## src/rtl/ecc256_pkg.sv

```systemverilog
package ecc256_pkg;
  localparam int unsigned BYTE_W      = 8;
  localparam int unsigned COL_W       = 6;
  localparam int unsigned WORD_W      = 32;
  localparam int unsigned SPARE_W     = 24;
  localparam int unsigned SPARE_SHIFT = 2;

  typedef enum logic [1:0] {
    SYN_CLEAN    = 2'd0,
    SYN_FIXABLE  = 2'd1,
    SYN_CODE_ERR = 2'd2,
    SYN_FATAL    = 2'd3
  } syn_status_e;

  // column groups: even/odd bits, bit pairs, nibbles
  function automatic logic [COL_W-1:0] col_fold(input logic [BYTE_W-1:0] x);
    logic [COL_W-1:0] c;
    c[0] = x[0] ^ x[2] ^ x[4] ^ x[6];
    c[1] = x[1] ^ x[3] ^ x[5] ^ x[7];
    c[2] = x[0] ^ x[1] ^ x[4] ^ x[5];
    c[3] = x[2] ^ x[3] ^ x[6] ^ x[7];
    c[4] = ^x[3:0];
    c[5] = ^x[7:4];
    return c;
  endfunction

  function automatic logic [SPARE_W-1:0] spare_encode(input logic [WORD_W-1:0] w);
    logic [WORD_W-1:0] s;
    s = ~(w << SPARE_SHIFT);
    return s[SPARE_W-1:0];
  endfunction
endpackage

```

## src/rtl/ecc256_accum.sv

```systemverilog
module ecc256_accum
  import ecc256_pkg::*;
#(
  parameter int unsigned AW = 8
) (
  input  logic              clk_i,
  input  logic              rst_ni,
  input  logic              clear_i,
  input  logic              en_i,
  input  logic              valid_i,
  input  logic [BYTE_W-1:0] byte_i,
  output logic              done_o,
  output logic [WORD_W-1:0] word_o
);
  localparam int unsigned TERMS  = 2 * AW;
  localparam int unsigned LINE_W = TERMS - 1;

  logic [AW-1:0]     cnt_q;
  logic [TERMS-1:0]  line_q, line_d;
  logic [BYTE_W-1:0] colx_q, colx_d;
  logic              take, last, bpar;

  assign take = en_i & valid_i & ~clear_i;
  assign last = &cnt_q;
  assign bpar = ^byte_i;

  // term 2k: offset bit k clear, term 2k+1: offset bit k set
  for (genvar k = 0; k < AW; k++) begin : g_line
    assign line_d[2*k]   = line_q[2*k]   ^ (bpar & ~cnt_q[k]);
    assign line_d[2*k+1] = line_q[2*k+1] ^ (bpar &  cnt_q[k]);
  end
  assign colx_d = colx_q ^ byte_i;

  always_ff @(posedge clk_i or negedge rst_ni) begin
    if (!rst_ni) begin
      cnt_q  <= '0;
      line_q <= '0;
      colx_q <= '0;
    end else if (clear_i) begin
      cnt_q  <= '0;
      line_q <= '0;
      colx_q <= '0;
    end else if (take) begin
      cnt_q <= cnt_q + AW'(1);
      if (last) begin
        line_q <= '0;
        colx_q <= '0;
      end else begin
        line_q <= line_d;
        colx_q <= colx_d;
      end
    end
  end

  assign done_o = take & last;

  always_comb begin
    word_o = '0;
    word_o[COL_W-1:0]      = col_fold(colx_d);
    word_o[COL_W +: LINE_W] = line_d[LINE_W-1:0];
  end

  assert_idle_hold_R2: assert property (@(posedge clk_i) disable iff (!rst_ni)
    (!(en_i && valid_i) && !clear_i) |=> ($stable(cnt_q) && $stable(line_q) && $stable(colx_q)));

  assert_clear_zero_R3: assert property (@(posedge clk_i) disable iff (!rst_ni)
    clear_i |=> (cnt_q == '0 && line_q == '0 && colx_q == '0));
endmodule

```

## src/rtl/ecc256_publish.sv

```systemverilog
module ecc256_publish
  import ecc256_pkg::*;
#(
  parameter int unsigned WR_EXTRA = 2
) (
  input  logic               clk_i,
  input  logic               rst_ni,
  input  logic               done_i,
  input  logic               wr_i,
  input  logic [WORD_W-1:0]  word_i,
  output logic               valid_o,
  output logic [WORD_W-1:0]  word_o,
  output logic [SPARE_W-1:0] spare_o
);
  localparam int unsigned CW = $clog2(WR_EXTRA + 1);

  logic              pend_q;
  logic [CW-1:0]     cnt_q;
  logic [WORD_W-1:0] hold_q;

  always_ff @(posedge clk_i or negedge rst_ni) begin
    if (!rst_ni) begin
      valid_o <= 1'b0;
      word_o  <= '0;
      pend_q  <= 1'b0;
      cnt_q   <= '0;
      hold_q  <= '0;
    end else begin
      valid_o <= 1'b0;
      if (done_i) begin
        if (wr_i) begin
          pend_q <= 1'b1;
          cnt_q  <= CW'(WR_EXTRA);
          hold_q <= word_i;
        end else begin
          word_o  <= word_i;
          valid_o <= 1'b1;
        end
      end else if (pend_q) begin
        if (cnt_q == CW'(1)) begin
          pend_q  <= 1'b0;
          word_o  <= hold_q;
          valid_o <= 1'b1;
        end else begin
          cnt_q <= cnt_q - CW'(1);
        end
      end
    end
  end

  assign spare_o = spare_encode(word_o);

  assert_pulse_R6: assert property (@(posedge clk_i) disable iff (!rst_ni)
    valid_o |=> !valid_o);

  assert_hold_R6: assert property (@(posedge clk_i) disable iff (!rst_ni)
    !valid_o |-> $stable(word_o));

  assert_wr_late_R6: assert property (@(posedge clk_i) disable iff (!rst_ni)
    (done_i && wr_i) |=> !valid_o);
endmodule

```

## src/rtl/ecc256_syndrome.sv

```systemverilog
module ecc256_syndrome
  import ecc256_pkg::*;
#(
  parameter int unsigned AW = 8
) (
  input  logic               clk_i,
  input  logic               rst_ni,
  input  logic               req_i,
  input  logic [SPARE_W-1:0] stored_i,
  input  logic [SPARE_W-1:0] calc_i,
  output logic               done_o,
  output logic [1:0]         status_o,
  output logic [AW-1:0]      byte_o,
  output logic [2:0]         bit_o
);
  localparam int unsigned TERMS  = 2 * AW;
  localparam int unsigned LINE_W = TERMS - 1;
  localparam int unsigned USED   = COL_W + LINE_W;
  localparam logic [SPARE_W-1:0] USED_MASK =
    ((SPARE_W'(1) << USED) - SPARE_W'(1)) << SPARE_SHIFT;

  logic [SPARE_W-1:0] diff;
  logic [COL_W-1:0]   cd;
  logic [TERMS-1:0]   ld;
  logic [AW-1:0]      pair_ok, odd_d;
  logic [2:0]         col_ok;
  logic               stray, fixable;
  syn_status_e        st;

  assign diff  = stored_i ^ calc_i;
  assign cd    = diff[SPARE_SHIFT +: COL_W];
  assign stray = |(diff & ~USED_MASK);
  assign ld[LINE_W-1:0] = diff[SPARE_SHIFT+COL_W +: LINE_W];
  // unstored term = its partner ^ overall parity (term0 ^ term1)
  assign ld[TERMS-1] = ld[TERMS-2] ^ ld[0] ^ ld[1];

  for (genvar k = 0; k < AW; k++) begin : g_pair
    assign pair_ok[k] = ld[2*k] ^ ld[2*k+1];
    assign odd_d[k]   = ld[2*k+1];
  end
  for (genvar j = 0; j < 3; j++) begin : g_col
    assign col_ok[j] = cd[2*j] ^ cd[2*j+1];
  end

  assign fixable = (&pair_ok) & (&col_ok) & ~stray;

  always_comb begin
    if (diff == '0)                 st = SYN_CLEAN;
    else if (fixable)               st = SYN_FIXABLE;
    else if ($countones(diff) == 1) st = SYN_CODE_ERR;
    else                            st = SYN_FATAL;
  end

  always_ff @(posedge clk_i or negedge rst_ni) begin
    if (!rst_ni) begin
      done_o   <= 1'b0;
      status_o <= 2'd0;
      byte_o   <= '0;
      bit_o    <= '0;
    end else begin
      done_o <= req_i;
      if (req_i) begin
        status_o <= st;
        byte_o   <= fixable ? odd_d : '0;
        bit_o    <= fixable ? {cd[5], cd[3], cd[1]} : 3'd0;
      end
    end
  end

  assert_done_R8: assert property (@(posedge clk_i) disable iff (!rst_ni)
    req_i |=> done_o);

  assert_quiet_R8: assert property (@(posedge clk_i) disable iff (!rst_ni)
    !req_i |=> !done_o);

  assert_fields_R10: assert property (@(posedge clk_i) disable iff (!rst_ni)
    (done_o && status_o != SYN_FIXABLE) |-> (byte_o == '0 && bit_o == 3'd0));
endmodule

```

## src/rtl/ecc256_engine.sv

```systemverilog
module ecc256_engine
  import ecc256_pkg::*;
#(
  parameter int unsigned AW       = 8,
  parameter int unsigned WR_EXTRA = 2
) (
  input  logic               clk_i,
  input  logic               rst_ni,
  input  logic               clear_i,
  input  logic               en_i,
  input  logic               byte_valid_i,
  input  logic [BYTE_W-1:0]  byte_i,
  input  logic               dir_wr_i,
  output logic               code_valid_o,
  output logic [WORD_W-1:0]  parity_o,
  output logic [SPARE_W-1:0] spare_o,
  input  logic               chk_req_i,
  input  logic [SPARE_W-1:0] chk_stored_i,
  input  logic [SPARE_W-1:0] chk_calc_i,
  output logic               chk_done_o,
  output logic [1:0]         chk_status_o,
  output logic [AW-1:0]      chk_byte_o,
  output logic [2:0]         chk_bit_o
);
  logic              chunk_done;
  logic [WORD_W-1:0] chunk_word;

  ecc256_accum #(.AW(AW)) u_accum (
    .clk_i   (clk_i),
    .rst_ni  (rst_ni),
    .clear_i (clear_i),
    .en_i    (en_i),
    .valid_i (byte_valid_i),
    .byte_i  (byte_i),
    .done_o  (chunk_done),
    .word_o  (chunk_word)
  );

  ecc256_publish #(.WR_EXTRA(WR_EXTRA)) u_publish (
    .clk_i   (clk_i),
    .rst_ni  (rst_ni),
    .done_i  (chunk_done),
    .wr_i    (dir_wr_i),
    .word_i  (chunk_word),
    .valid_o (code_valid_o),
    .word_o  (parity_o),
    .spare_o (spare_o)
  );

  ecc256_syndrome #(.AW(AW)) u_syndrome (
    .clk_i    (clk_i),
    .rst_ni   (rst_ni),
    .req_i    (chk_req_i),
    .stored_i (chk_stored_i),
    .calc_i   (chk_calc_i),
    .done_o   (chk_done_o),
    .status_o (chk_status_o),
    .byte_o   (chk_byte_o),
    .bit_o    (chk_bit_o)
  );
endmodule

```

## config.mk

```make
export PLATFORM = sky130hd
export DESIGN_NAME = ecc256_engine
export DESIGN_NICKNAME = d
export VERILOG_FILES = /design/src/rtl/ecc256_pkg.sv /design/src/rtl/ecc256_accum.sv /design/src/rtl/ecc256_publish.sv /design/src/rtl/ecc256_syndrome.sv /design/src/rtl/ecc256_engine.sv
export SDC_FILE = /design/constraint.sdc
export NUM_CORES = 1
export LEC_CHECK = 0
export BUFFER_PORTS_ARGS = -buffer_cell sky130_fd_sc_hd__buf_2
export CORE_MARGIN = 2
export CORE_UTILIZATION = 30
export CTS_BUF_LIST = sky130_fd_sc_hd__clkbuf_8
export DETAILED_ROUTE_END_ITERATION = 16
export GPL_TIMING_DRIVEN = 0
export SLEW_MARGIN = 5
export SYNTH_ARGS = -nofsm -noshare
export SYNTH_HDL_FRONTEND = slang
export SYNTH_HIERARCHICAL = 1
export SYNTH_SLANG_ARGS = --single-unit
```

## constraint.sdc

```tcl
create_clock -name clk_i -period 2 [get_ports clk_i]
set_input_delay 0.4 -clock clk_i [delete_from_list [all_inputs] [get_ports clk_i]]
set_output_delay 0.4 -clock clk_i [all_outputs]
set_load 0.005 [all_outputs]
```

# Word-level counts from Yosys, hierarchy flattened
# Index checks and enable logic that the tools add are counted.
[classes]
n_lt_le_gt_ge = 0
n_div = 0
mux = 29
add_sub_neg = 25
n_shift = 0
bitwise = 75
mul = 0
n_reduce_logical = 14
n_eq_ne = 5
[ops]
columns = ["cell", "count"]
rows = [
  ["32-bit adder", 11],
  ["32-bit 2-to-1 mux", 4],
  ["16-bit 2-to-1 mux", 3],
  ["8-bit 2-to-1 mux", 6],
  ["1-bit bitwise XOR", 41],
  ["32-bit by 2-bit == test with 1-bit output (second input constant)", 1],
  ["1-bit by 1-bit adder with 2-bit output", 12],
  ["24-bit logical NOT", 1],
  ["24-bit NOT", 1],
  ["24-bit bitwise XOR", 1],
  ["1-bit AND", 21],
  ["8-bit AND reduction", 2],
  ["2-bit 2-to-1 mux", 6],
  ["1-bit NOT", 10],
  ["1-bit 2-to-1 mux", 9],
  ["3-bit AND reduction", 3],
  ["8-bit by 1-bit adder with 8-bit output (second input constant)", 1],
  ["4-bit XOR reduction", 2],
  ["8-bit XOR reduction", 1],
  ["8-bit bitwise XOR", 1],
  ["2-bit != test (second input constant)", 3],
  ["2-bit nonzero test", 3],
  ["3-bit 2-to-1 mux", 1],
  ["3-bit OR reduction", 1],
  ["other kinds (3)", 3],
]
[totals]
latch_bits = 0
rom_bits = 0
wordCells = 160
n_memories = 0
ramBits = 0
regBits = 103

# Longest topological paths before layout
# Gate-level depths: netlist (run 1).
[depth]
word_depth = 10
mapped_depth = 16
mapped_depth_nobuf = 16

# Hierarchy
# Netlist (run 1), hierarchy kept.
[modules_own_cells]
columns = ["module", "area_per_inst_um2", "seq_area_each_um2", "n_inst", "cells_per_inst"]
rows = [
  ["ecc256_publish", 3512.1, 1701.6, 1, 295],
  ["ecc256_accum", 2132.0, 775.7, 1, 244],
  ["ecc256_syndrome", 1556.5, 350.3, 1, 157],
]

# Worst setup path after synthesis (run 1)
# OpenSTA, ideal clock, no wires.
[synth_path]
kind = "input to register"
start = "input port chk_calc_i[19]"
end = "register u_syndrome.status_o[0]"
arrival_ns = 4.526
stages = 15
path_buffers = 0
required_time_ns = 1.866
setup_ns = 0.134
setup_slack_ns = -2.661
cell_sequence = "xnor2_1 fa_1 fa_1 inv_1 fa_1 inv_1 fa_1 inv_1 fa_1 ha_1 fa_1 nor4_1 nand2_1 nor3_1 o22ai_1"
[synth_via]
elab_chain_len = 9
word_cells_on_any_way = 14
[synth_lines]
columns = ["element", "line", "rtl"]
rows = [
  ["from (decl)", "ecc256_engine.sv:19", "input logic [SPARE_W-1:0] chk_calc_i,"],
  ["24-bit bitwise XOR (*)", "ecc256_syndrome.sv:30", "assign diff = stored_i ^ calc_i;"],
  ["1-bit by 1-bit adder with 2-bit output (not written as such)", "ecc256_syndrome.sv:50", "else if ($countones(diff) == 1) st = SYN_CODE_ERR;"],
  ["32-bit adder (not written as such) (3 in series)", "ecc256_syndrome.sv:50", ""],
  ["32-bit by 2-bit == test with 1-bit output", "ecc256_syndrome.sv:50", ""],
  ["1-bit 2-to-1 mux", "ecc256_syndrome.sv:50", ""],
  ["2-bit 2-to-1 mux", "ecc256_syndrome.sv:49", "else if (fixable) st = SYN_FIXABLE;"],
  ["2-bit 2-to-1 mux (*)", "ecc256_syndrome.sv:48", "if (diff == '0) st = SYN_CLEAN;"],
  ["to (signal assigned)", "ecc256_syndrome.sv:63", "status_o <= st;"],
  ["to (decl)", "ecc256_syndrome.sv:12", "output logic [1:0] status_o,"],
]
# Mark *: on every way between the ends. The rest lies on a longest branch, timed or not.
# A chain may end at the register's enable or synchronous reset.

# Worst setup path in the final report (run 1)
[layout_path]
start = "input port chk_stored_i[11]"
end = "register u_syndrome.status_o[0]"
[layout_via]
elab_chain_len = 10
word_cells_on_any_way = 15
[layout_lines]
columns = ["element", "line", "rtl"]
rows = [
  ["from (decl)", "ecc256_engine.sv:18", "input logic [SPARE_W-1:0] chk_stored_i,"],
  ["24-bit bitwise XOR (*)", "ecc256_syndrome.sv:30", ""],
  ["1-bit by 1-bit adder with 2-bit output (not written as such)", "ecc256_syndrome.sv:50", ""],
  ["32-bit adder (not written as such) (4 in series)", "ecc256_syndrome.sv:50", ""],
  ["32-bit by 2-bit == test with 1-bit output", "ecc256_syndrome.sv:50", ""],
  ["1-bit 2-to-1 mux", "ecc256_syndrome.sv:50", ""],
  ["2-bit 2-to-1 mux", "ecc256_syndrome.sv:49", ""],
  ["2-bit 2-to-1 mux (*)", "ecc256_syndrome.sv:48", ""],
]
# Marks and branches as above.

==> results of run 1 <==
## per-stage QoR
stage / worst slack (ps) / cells
floorplan: -2380 / 707
global placement: -2890 / 1156
detailed placement: -2910 / 1157
CTS: -2220 / 1190
global route: -2420 / 1196
finish: -2200 / 1197
## worst register-to-register path: stages (launching register included)
cell and delay [ps]:
dfrtp_1 360, buf_2 180, and4_1 240, a211o_1 350
clkbuf_4 200, or4_1 400, nand3_1 110
## power by group through the flow
stage | combinational [mW] | clock (mW) | sequential, mW
floorplan | 1.74 | 0 | 2.41
detailed placement | 2.38 | 0 | 2.41
finish | 2.52 | 2.32 | 2.37
global placement | 2.32 | 0 | 2.41
global route | 2.96 | 2.51 | 2.38
CTS | 2.54 | 2.40 | 2.37
## logic make-up after synthesis
kind of cell,count (synthesis)
simple gates,159
compound gates,123
flops,113
other cells,2
xor+xnor,77
fa+ha+maj,37
mux,64
buf+inv,121
## timing repair
item	4_1_cts	5_1_grt
setup endpoints to repair	90	57
pin swaps	3	5
hold buffers	1	0
buffers inserted	2	5
cloned	0	1
endpoints found under the hold margin	55	0
resized for setup	21	16
## area by class of cell
type | instances | area [µm²] | share of cell area (%)
Sequential cell | 113 | 2830 | 31.2
Antenna cell | 1 | 2.50 | 0.0276
Timing Repair Buffer | 140 | 752 | 8.29
Buffer | 55 | 382 | 4.21
Multi-Input combinational cell | 473 | 4040 | 44.6
Clock buffer | 18 | 248 | 2.73
Inverter | 64 | 240 | 2.65
Clock inverter | 14 | 178 | 1.96
Tap cell | 319 | 399 | 4.40
## state kept, by name, summed over array words and instances, names as in the netlist
signal,cells
u_publish/pend_q,1
u_syndrome/status_o,2
u_syndrome/byte_o,8
u_syndrome/done_o,1
u_accum/line_q,15
u_accum/cnt_q,8
u_syndrome/bit_o,3
u_publish/valid_o,1
u_publish/cnt_q,2
u_publish/hold_q,32
u_publish/word_o,32
u_accum/colx_q,8
## synth_stat cells (2+ instances only)
library cell	instances
o21ai_1	11
a21oi_1	38
xnor2_1	52
clkbuf_1	18
a211oi_2	7
nor2_1	33
and3_1	33
buf_4	20
inv_1	63
nand3_1	14
o22ai_1	3
a211oi_1	27
nand2_1	32
a31o_2	7
buf_2	7
nand2_2	2
or4_1	7
nor4_1	3
o21ai_0	13
dfrtp_1	113
or3_1	3
nor3_1	2
conb_1	2
xor2_1	24
clkbuf_2	3
nand4_1	7
a32o_1	7
buf_6	8
ha_1	20
mux2_2	2
nand3b_1	15
o211ai_1	7
fa_1	17
mux2i_1	32
mux2_4	30
## routing by layer
layer	track usage [%]	vias to the layer above	part of all wire, %
li1	-	2707	-
met1	18.7	2599	47
met2	22.8	137	47
met3	3.19	11	4.4
met4	3.47	0	0.82
met5	0	-	0
## how the worst min path moves through the flow
stage	start	end	slack (ps)
6_report	chk_req_i	u_syndrome/done_o	170
5_1_grt	chk_req_i	u_syndrome/done_o	140
4_1_cts	chk_req_i	u_syndrome/done_o	140
3_5_place_dp	rst_ni	u_publish/word_o[30]	410
3_3_place_gp	u_publish/hold_q[17]	u_publish/hold_q[17]	480
2_1_floorplan	rst_ni	u_accum/cnt_q[0]	100
==> impl_metrics.env, run 1 <==
export IMPL_outcome="finished, violations left"
export IMPL_violations="negative setup slack"
export IMPL_die_area_um2=25300
export IMPL_r2r_cells=6
export IMPL_dr_pass1_iters=4
export IMPL_worst_path_stages=16
export IMPL_synth_top_family_by_area="simple AND/OR/NAND/NOR gates"
export IMPL_synth_warning_count=6
export IMPL_io_pin_count=134
export IMPL_fin_tns_setup_ps=-2200
export IMPL_fin_hold_ws_ps=174
export IMPL_cp_required_ps=2300
export IMPL_cp_num_buf_inv=4
export IMPL_synth_area_um2=7200
export IMPL_ant_nets=0
export IMPL_total_power_mw=7.22
export IMPL_maxCapViolCount=0
export IMPL_synth_compound_area_share_pct=11.5
export IMPL_final_max_slew_violation_count=0
export IMPL_grt_pass1_vias=5451
export IMPL_drt_iter0_markers=271
export IMPL_yosys_top_cells_area="dfrtp_1 39%, xnor2_1 6.3%, mux2_4 6.3%"
export IMPL_rsz0062_at_grt="true"
export IMPL_endpoint="u_syndrome/status_o[0]"
export IMPL_gr_usage_all_layers_pct=13.9
export IMPL_cts_path_max_buffers=2
export IMPL_die_w_um=159
export IMPL_arrival_ps=4500
export IMPL_slowest_delay_ps=570
export IMPL_place_area_um2=8450
export IMPL_cts_sinks=113
export IMPL_layout_setup_ws_ps=-2200
export IMPL_synth_top_area_cell="dfrtp_1"
export IMPL_fin_area_um2=9070
export IMPL_irDropWorstVdd_mv=0.482
export IMPL_crit_path_cell_trace="buf_2 -> xnor2_4 -> fa_1 -> inv_1 -> fa_1 -> inv_1 -> fa_1 -> fa_1 -> inv_2 -> fa_1 -> ha_2 -> fa_1 -> nor4_2 -> nand2_1 -> nor3_2 -> o22ai_1"
export IMPL_cts_max_level=4
export IMPL_hold_depth=1
export IMPL_grt_max_degree=59
export IMPL_period_minus_slack_ps=4200
export IMPL_wire_per_inst_um=14.3
export IMPL_crit_family="adder cells"
export IMPL_synth_edff_count=0
export IMPL_synthAdderAreaFrac_pct=8.20
export IMPL_synth_main_ff_cell="dfrtp_1"
export IMPL_numCtsBuffers=17
export IMPL_hold_viol_final=0
export IMPL_port_buffers=130
export IMPL_via_per_inst=4.56
export IMPL_netlist_instances=696
export IMPL_grt_ovfl_total=0
export IMPL_drive_above_1_share_pct=33.6
export IMPL_cp_common_cell="fa_1"
export IMPL_gp_congestion=0.799
export IMPL_crit_fanout=3
export IMPL_reg2reg_from="u_accum/cnt_q[4]"
export IMPL_cts_clk_slew_worst_paths_ps=70
export IMPL_area_growth_synth_to_final_pct=26.0
export IMPL_muxShareOfSynthArea_pct=11.0
export IMPL_hpwl_mm=12.5
export IMPL_power_frac_seq_pct=32.9
export IMPL_swShare_pct=34.3
export IMPL_power_frac_clock_pct=32.2
export IMPL_p_switching_mw=2.48
export IMPL_final_common_cell="buf_2"
export IMPL_final_cell_mix="137 x buf_2, 112 x dfrtp_1, 63 x inv_1"
export IMPL_layout_nets=964
export IMPL_combPwrFrac_pct=35.0
export IMPL_relSlewSlack_pct=63.7
export IMPL_hp_class="primary input to flop"
export IMPL_antenna_found_initial=1
export IMPL_setup_viol_count_final=1
export IMPL_fin_util_pct=38.5
export IMPL_initial_core_util_pct=30.6
export IMPL_power_internal_mw=4.74
export IMPL_reg2reg_slack_ps=80
export IMPL_grt_pass1_wl_mm=28.7
export IMPL_synthArstFlopShare_pct=100
export IMPL_p_leak_nw=4.59
export IMPL_dr_total_vias=5454
export IMPL_die_h_um=159
export IMPL_cts_tree="built"
export IMPL_synthDistinctLibCells=49
export IMPL_synth_seq_cells=113
export IMPL_core_area_um2=23500
export IMPL_synth_xor_area_share_pct=9.47
export IMPL_clkLatencyLatePin_ps=440
export IMPL_drt_total_wl_mm=17.1
export IMPL_worstMarginPinSlew_ps=545
export IMPL_yosys_area_share_simple_pct=12.1
export IMPL_skew_ps=13.5
export IMPL_synth_top_area_share_pct=39.3
export IMPL_worst_setup_path_start_kind="primary input"
export IMPL_fill_cells=2376
export IMPL_crit_path_top_delay_cell="fa_1"
export IMPL_avgSynthCellArea_um2=10.3
export IMPL_clock_fmax_ghz=0.238
export IMPL_ys_seq_area_share_pct=39.3
export IMPL_criticalPathCategory="primary input to flop"
export IMPL_setup_worst_path_end_class="flop"
export IMPL_power_density_nw_per_um2=795
export IMPL_route_detailed_drc=0
export IMPL_finalCritPeriodShare_pct=210
export IMPL_cts_root_buf="clkbuf_8"
export IMPL_std_cell_rows=56
export IMPL_crit_path_start="chk_stored_i[11]"
export IMPL_r2r_end="u_accum/line_q[10]"
Power figures use the tool's default switching activity.
==> run 2: changes to the inputs <==
--- a/config.mk
+++ b/config.mk
@@ -11,6 +11,7 @@
 export CTS_BUF_LIST = sky130_fd_sc_hd__clkbuf_8
 export DETAILED_ROUTE_END_ITERATION = 16
 export GPL_TIMING_DRIVEN = 0
+export REMOVE_ABC_BUFFERS = 1
 export SLEW_MARGIN = 5
 export SYNTH_ARGS = -nofsm -noshare
 export SYNTH_HDL_FRONTEND = slang
==> run 2 against run 1 <==
  * The run still ends with negative setup slack left
  * Critical path depth is the same
  * Cell count shrank 0.25%
  * Final area grew 2.8%
  * First-iteration DRC count grew 32%
  * Clock skew grew 1.5 ps
  * Routed wire length grew 4.4%
  * Setup slack lost 61 ps
  * Critical path type unchanged
==> impl_metrics.env, run 2 (synthesis gave the netlist of run 1 again) <==
export IMPL_p_leak_nw=4.62
export IMPL_grt_ovfl_total=0
export IMPL_place_inst=1111
export IMPL_fin_util_pct=39.6
export IMPL_power_density_nw_per_um2=787
export IMPL_layout_setup_ws_ps=-2260
export IMPL_slowest_delay_ps=560
export IMPL_antenna_cells=0
export IMPL_cts_root_buf="clkbuf_8"
export IMPL_outcome="finished, violations left"
export IMPL_antenna_found_initial=0
export IMPL_final_common_cell="buf_2"
export IMPL_drt_total_wl_mm=17.9
export IMPL_route_detailed_drc=0
export IMPL_period_minus_slack_ps=4260
export IMPL_place_area_um2=8100
export IMPL_dr_pass1_iters=6
export IMPL_crit_path_top_delay_cell="fa_1"
export IMPL_final_cell_mix="124 x buf_2, 106 x dfrtp_1, 60 x inv_1"
export IMPL_drt_iter0_markers=357
export IMPL_crit_family="adder cells"
export IMPL_arrival_ps=4570
export IMPL_wire_per_inst_um=15.0
export IMPL_cp_num_buf_inv=4
export IMPL_total_power_mw=7.34
export IMPL_relSlewSlack_pct=44.2
export IMPL_grt_max_degree=75
export IMPL_io_pin_count=134
export IMPL_violations="negative setup slack"
export IMPL_initial_core_util_pct=30.6
export IMPL_gp_congestion=0.790
export IMPL_die_w_um=159
export IMPL_die_area_um2=25300
export IMPL_hp_class="primary input to flop"
export IMPL_reg_top3="u_publish/hold_q x32, u_publish/word_o x32, u_accum/line_q x15"
export IMPL_area_growth_synth_to_final_pct=29.5
export IMPL_dr_total_vias=5640
export IMPL_layout_nets=962
export IMPL_gr_usage_all_layers_pct=14.1
export IMPL_cts_max_level=4
export IMPL_std_cell_rows=56
export IMPL_rsz0062_at_grt="true"
export IMPL_cts_sinks=113
export IMPL_setup_worst_path_end_class="flop"
export IMPL_r2r_cells=5
export IMPL_r2r_end="u_accum/line_q[12]"
export IMPL_min_to="u_accum/colx_q[5]"
export IMPL_skew_ps=14.9
export IMPL_clock_fmax_ghz=0.235
export IMPL_drive_above_1_share_pct=35.7
export IMPL_final_max_slew_violation_count=0
export IMPL_cp_required_ps=2300
export IMPL_min_from="byte_i[5]"
export IMPL_cp_common_cell="fa_1"
export IMPL_maxCapViolCount=0
export IMPL_cts_tree="built"
export IMPL_hold_viol_final=0
export IMPL_grt_pass1_wl_mm=29.1
export IMPL_ant_nets=0
export IMPL_fin_cells=1194
export IMPL_hold_depth=3
export IMPL_cts_path_max_buffers=2
export IMPL_setup_viol_count_final=2
export IMPL_criticalPathCategory="primary input to flop"
export IMPL_fin_tns_setup_ps=-4390
export IMPL_finalCritPeriodShare_pct=213
export IMPL_numCtsBuffers=17
export IMPL_cts_clk_slew_worst_paths_ps=80
export IMPL_via_per_inst=4.72
export IMPL_hpwl_mm=11.1
export IMPL_crit_path_cell_trace="buf_8 -> xnor2_4 -> inv_2 -> fa_1 -> inv_2 -> fa_1 -> fa_1 -> fa_1 -> inv_2 -> fa_1 -> ha_2 -> fa_1 -> nor4_2 -> nand2_1 -> nor3_2 -> o22ai_1"
export IMPL_crit_fanout=2
export IMPL_place_ws_ps=-3240
export IMPL_die_h_um=159
export IMPL_fin_hold_ws_ps=253
export IMPL_port_buffers=131
export IMPL_clkLatencyLatePin_ps=440
export IMPL_fin_area_um2=9330
export IMPL_core_area_um2=23500
export IMPL_irDropWorstVdd_mv=0.514
export IMPL_grt_pass1_vias=5630
export IMPL_reg2reg_slack_ps=80
export IMPL_worstMarginPinSlew_ps=836
export IMPL_reg2reg_from="u_accum/cnt_q[0]"
export IMPL_worst_setup_path_start_kind="primary input"
==> run 2: changes by cell type in the layout (fill, tap and decap cells not counted), sizes merged, moves of 2 or more <==
cell      delta
buf         +12
clkbuf      -20
clkinv       +2
clkinvlp     -2
inv          +2
nand2        +3
==> run 2: worst max-delay path by stage <==
stage | start | end | slack, ps | cells after the start
after global routing | chk_calc_i[9] | u_syndrome/status_o[0] | -2420 | 16
after CTS | chk_stored_i[9] | u_syndrome/status_o[0] | -2230 | 16
after floorplan | en_i | u_publish/hold_q[17] | -7110 | 5
after global placement | en_i | u_publish/hold_q[31] | -11150 | 6
final | chk_calc_i[9] | u_syndrome/status_o[0] | -2260 | 16
after detailed placement | chk_calc_i[19] | u_syndrome/status_o[0] | -3240 | 16
==> run 2: worst reg2reg max path, delay by kind of cell (launching register included) <==
| kind | cells | cell delay (ps) |
|---|---|---|
| AND/OR/NAND/NOR | 3 | 760 |
| adder cells (fa/ha/maj) | 1 | 210 |
| flip-flops | 1 | 420 |
| AO/OA/AOI/OAI | 1 | 470 |
==> run 2: power breakdown <==
part	internal, mW	total (mW)	switching [mW]
clock	1.15	2.30	1.15
sequential	2.33	2.37	0.0424
combinational	1.22	2.68	1.46
==> run 2: timing repair <==
item,4_1_cts,5_1_grt
endpoints found under the setup margin,92,78
gates cloned,3,2
hold buffers,1,0
setup buffers,41,5
resized for setup,53,22
endpoints found under the hold margin,39,0
pin swaps,20,6
==> run 2: cell type report <==
| cell class | instances | area [µm²] |
|---|---|---|
| fillers | 2296 | 14200 |
| flip-flops and latches | 113 | 2840 |
| clock buffers | 17 | 234 |
| multi-input cells | 478 | 4200 |
| inverters | 64 | 240 |
| repair buffers | 188 | 1240 |
| clock inverters | 15 | 171 |
| well taps | 319 | 399 |
==> run 2: per-layer routing <==
layer / global-route usage, % / vias up / part of all wire, % / wire length, µm
met5: 0 / - / 0 / 0
met4: 3.93 / 0 / 1.0 / 183
met3: 3.21 / 17 / 4.7 / 839
met2: 24.0 / 176 / 48 / 8670
met1: 17.9 / 2734 / 46 / 8180
li1: - / 2713 / - / -
==> run 3: changes to the inputs <==
--- a/config.mk
+++ b/config.mk
@@ -7,11 +7,12 @@
 export LEC_CHECK = 0
 export BUFFER_PORTS_ARGS = -buffer_cell sky130_fd_sc_hd__buf_2
 export CORE_MARGIN = 2
-export CORE_UTILIZATION = 30
+export CORE_UTILIZATION = 40
 export CTS_BUF_LIST = sky130_fd_sc_hd__clkbuf_8
 export DETAILED_ROUTE_END_ITERATION = 16
 export GPL_TIMING_DRIVEN = 0
 export REMOVE_ABC_BUFFERS = 1
+export SKIP_LAST_GASP = 1
 export SLEW_MARGIN = 5
 export SYNTH_ARGS = -nofsm -noshare
 export SYNTH_HDL_FRONTEND = slang
==> run 3 against run 2 <==
  * The run still ends with negative setup slack left
  * Global-route usage grew 4.0 points
  * Critical path type unchanged
  * Die area down 24%
  * Sequential power about the same
  * First-iteration DRC count is 38% lower
  * Clock power shrank 8%
  * Non-clock buffer count did not move
  * Register-to-register slack improved by 20 ps
  * Hold slack worse by 1.1 ps
  * Cell count decreased by 7.7%
  * Sequential cell count unchanged
  * Highest routed layer unchanged
==> impl_metrics.env, run 3 (synthesis gave the netlist of run 1 again) <==
export IMPL_place_ws_ps=-3130
export IMPL_cts_root_buf="clkbuf_8"
export IMPL_die_w_um=138
export IMPL_combPwrFrac_pct=36.8
export IMPL_fin_hold_ws_ps=252
export IMPL_power_internal_mw=4.67
export IMPL_area_growth_synth_to_final_pct=26.0
export IMPL_power_frac_clock_pct=29.8
export IMPL_ant_nets=0
export IMPL_period_minus_slack_ps=4290
export IMPL_grt_pass1_wl_mm=28.0
export IMPL_die_h_um=138
export IMPL_slowest_delay_ps=170
export IMPL_io_pin_count=134
export IMPL_antenna_found_initial=0
export IMPL_r2r_cells=7
export IMPL_std_cell_rows=49
export IMPL_arrival_ps=4590
export IMPL_gp_congestion=0.782
export IMPL_hold_depth=3
export IMPL_maxCapViolCount=0
export IMPL_grt_ovfl_total=0
export IMPL_reg_top3="u_publish/hold_q x32, u_publish/word_o x32, u_accum/line_q x15"
export IMPL_final_common_cell="buf_2"
export IMPL_core_area_um2=17800
export IMPL_finalCritPeriodShare_pct=214
export IMPL_relSlewSlack_pct=15.9
export IMPL_layout_nets=960
export IMPL_cp_required_ps=2310
export IMPL_initial_core_util_pct=40.4
export IMPL_swShare_pct=34.2
export IMPL_crit_fanout=2
export IMPL_worstMarginPinSlew_ps=1260
export IMPL_cts_tree="built"
export IMPL_hold_viol_final=0
export IMPL_dr_total_vias=5607
export IMPL_irDropWorstVdd_mv=0.574
export IMPL_reg2reg_slack_ps=100
export IMPL_rsz0062_at_grt="true"
export IMPL_criticalPathCategory="primary input to flop"
export IMPL_p_switching_mw=2.43
export IMPL_setup_viol_count_final=2
export IMPL_fin_cells=1102
export IMPL_violations="negative setup slack"
export IMPL_min_to="u_accum/colx_q[6]"
export IMPL_cts_clk_slew_worst_paths_ps=70
export IMPL_drive_above_1_share_pct=35.5
export IMPL_numCtsBuffers=17
export IMPL_min_from="byte_i[6]"
export IMPL_dr_pass1_iters=5
export IMPL_drt_iter0_markers=223
export IMPL_route_detailed_drc=0
export IMPL_skew_ps=13.5
export IMPL_setup_worst_path_end_class="flop"
export IMPL_hpwl_mm=10.5
export IMPL_wire_per_inst_um=15.3
export IMPL_final_cell_mix="125 x buf_2, 105 x dfrtp_1, 63 x inv_1"
export IMPL_antenna_cells=0
export IMPL_layout_setup_ws_ps=-2290
export IMPL_reg2reg_from="u_accum/cnt_q[0]"
export IMPL_clock_fmax_ghz=0.233
export IMPL_cts_path_max_buffers=2
export IMPL_die_area_um2=19100
export IMPL_worst_setup_path_start_kind="primary input"
export IMPL_place_inst=1021
export IMPL_clkLatencyLatePin_ps=440
export IMPL_fill_cells=1588
export IMPL_total_power_mw=7.09
export IMPL_hp_class="primary input to flop"
export IMPL_place_area_um2=7980
export IMPL_crit_path_top_delay_cell="xnor2_4"
export IMPL_final_max_slew_violation_count=0
export IMPL_gr_usage_all_layers_pct=18.1
export IMPL_outcome="finished, violations left"
export IMPL_grt_pass1_vias=5528
export IMPL_power_density_nw_per_um2=782
export IMPL_p_leak_nw=4.60
export IMPL_cts_sinks=113
export IMPL_via_per_inst=5.09
export IMPL_cts_max_level=4
export IMPL_power_frac_seq_pct=33.4
export IMPL_port_buffers=131
export IMPL_r2r_end="u_publish/hold_q[26]"
export IMPL_fin_area_um2=9070
export IMPL_grt_max_degree=90
export IMPL_cp_common_cell="buf_4"
export IMPL_drt_total_wl_mm=16.8
-- run 3: changes by cell type in the layout (fill, tap and decap cells not counted), moves of 2 or more --
cell	previous run	this run
nand2_8	5	2
inv_6	7	0
buf_8	4	2
buf_4	41	57
inv_1	60	63
buf_6	15	2
clkbuf_8	17	19
clkinv_2	1	5
-- run 3: cell type report --
type	instances	area, µm²	area share, %
Multi-Input combinational cell	476	4180	46.1
Clock inverter	13	121	1.34
Clock buffer	19	262	2.88
Sequential cell	113	2840	31.3
Inverter	64	240	2.65
Timing Repair Buffer	188	1140	12.6
Tap cell	229	287	3.16
-- run 3: worst max-delay path by stage --
stage / depth (start not counted) / slack, ps / to / from
4_1_cts: 16 / -2190 / u_syndrome/status_o[0] / chk_stored_i[9]
5_1_grt: 35 / -2350 / u_syndrome/byte_o[0] / chk_calc_i[9]
3_3_place_gp: 6 / -11330 / u_publish/hold_q[31] / en_i
2_1_floorplan: 5 / -7110 / u_publish/hold_q[17] / en_i
3_5_place_dp: 16 / -3130 / u_syndrome/status_o[0] / chk_calc_i[21]
6_report: 35 / -2290 / u_syndrome/byte_o[0] / chk_calc_i[9]
-- run 3: power groups by stage --
stage          registers (mW)  clock network (mW)  logic, mW
2_1_floorplan            2.41                   0       1.63
3_3_place_gp             2.42                   0       2.17
3_5_place_dp             2.42                   0       2.22
4_1_cts                  2.37                2.18       2.53
5_1_grt                  2.37                2.29       3.03
6_report                 2.37                2.11       2.61
-- run 3: layer usage --
layer	part of all wire (%)	vias up	wire, µm	track usage (%)
li1	-	2694	-	-
met1	45	2700	7600	24.0
met2	48	189	8000	29.1
met3	5.3	24	890	4.09
met4	1.9	0	318	6.66
met5	0	-	0	0
-- run 3: critical path: cells and delay by family --
family	cells	cell delay [ps]
AO/OA/AOI/OAI	1	60
AND/OR/NAND/NOR	1	80
buffers and inverters	32	3880
XOR/XNOR	1	170
-- run 3: repair_timing --
action,CTS,global route
hold buffers,1,0
gates cloned,1,2
hold endpoints to repair,24,0
buffers inserted,40,6
pin swaps,20,10
resized for setup,44,11
endpoints found under the setup margin,91,71
-- run 3: metrics by stage --
step	setup TNS (ps)	utilization [%]
3_3_place_gp	-802060	43.8
4_1_cts	-4270	50.2
5_1_grt	-4690	50.9
3_5_place_dp	-73330	44.7
2_1_floorplan	-419050	-
6_report	-4460	50.9
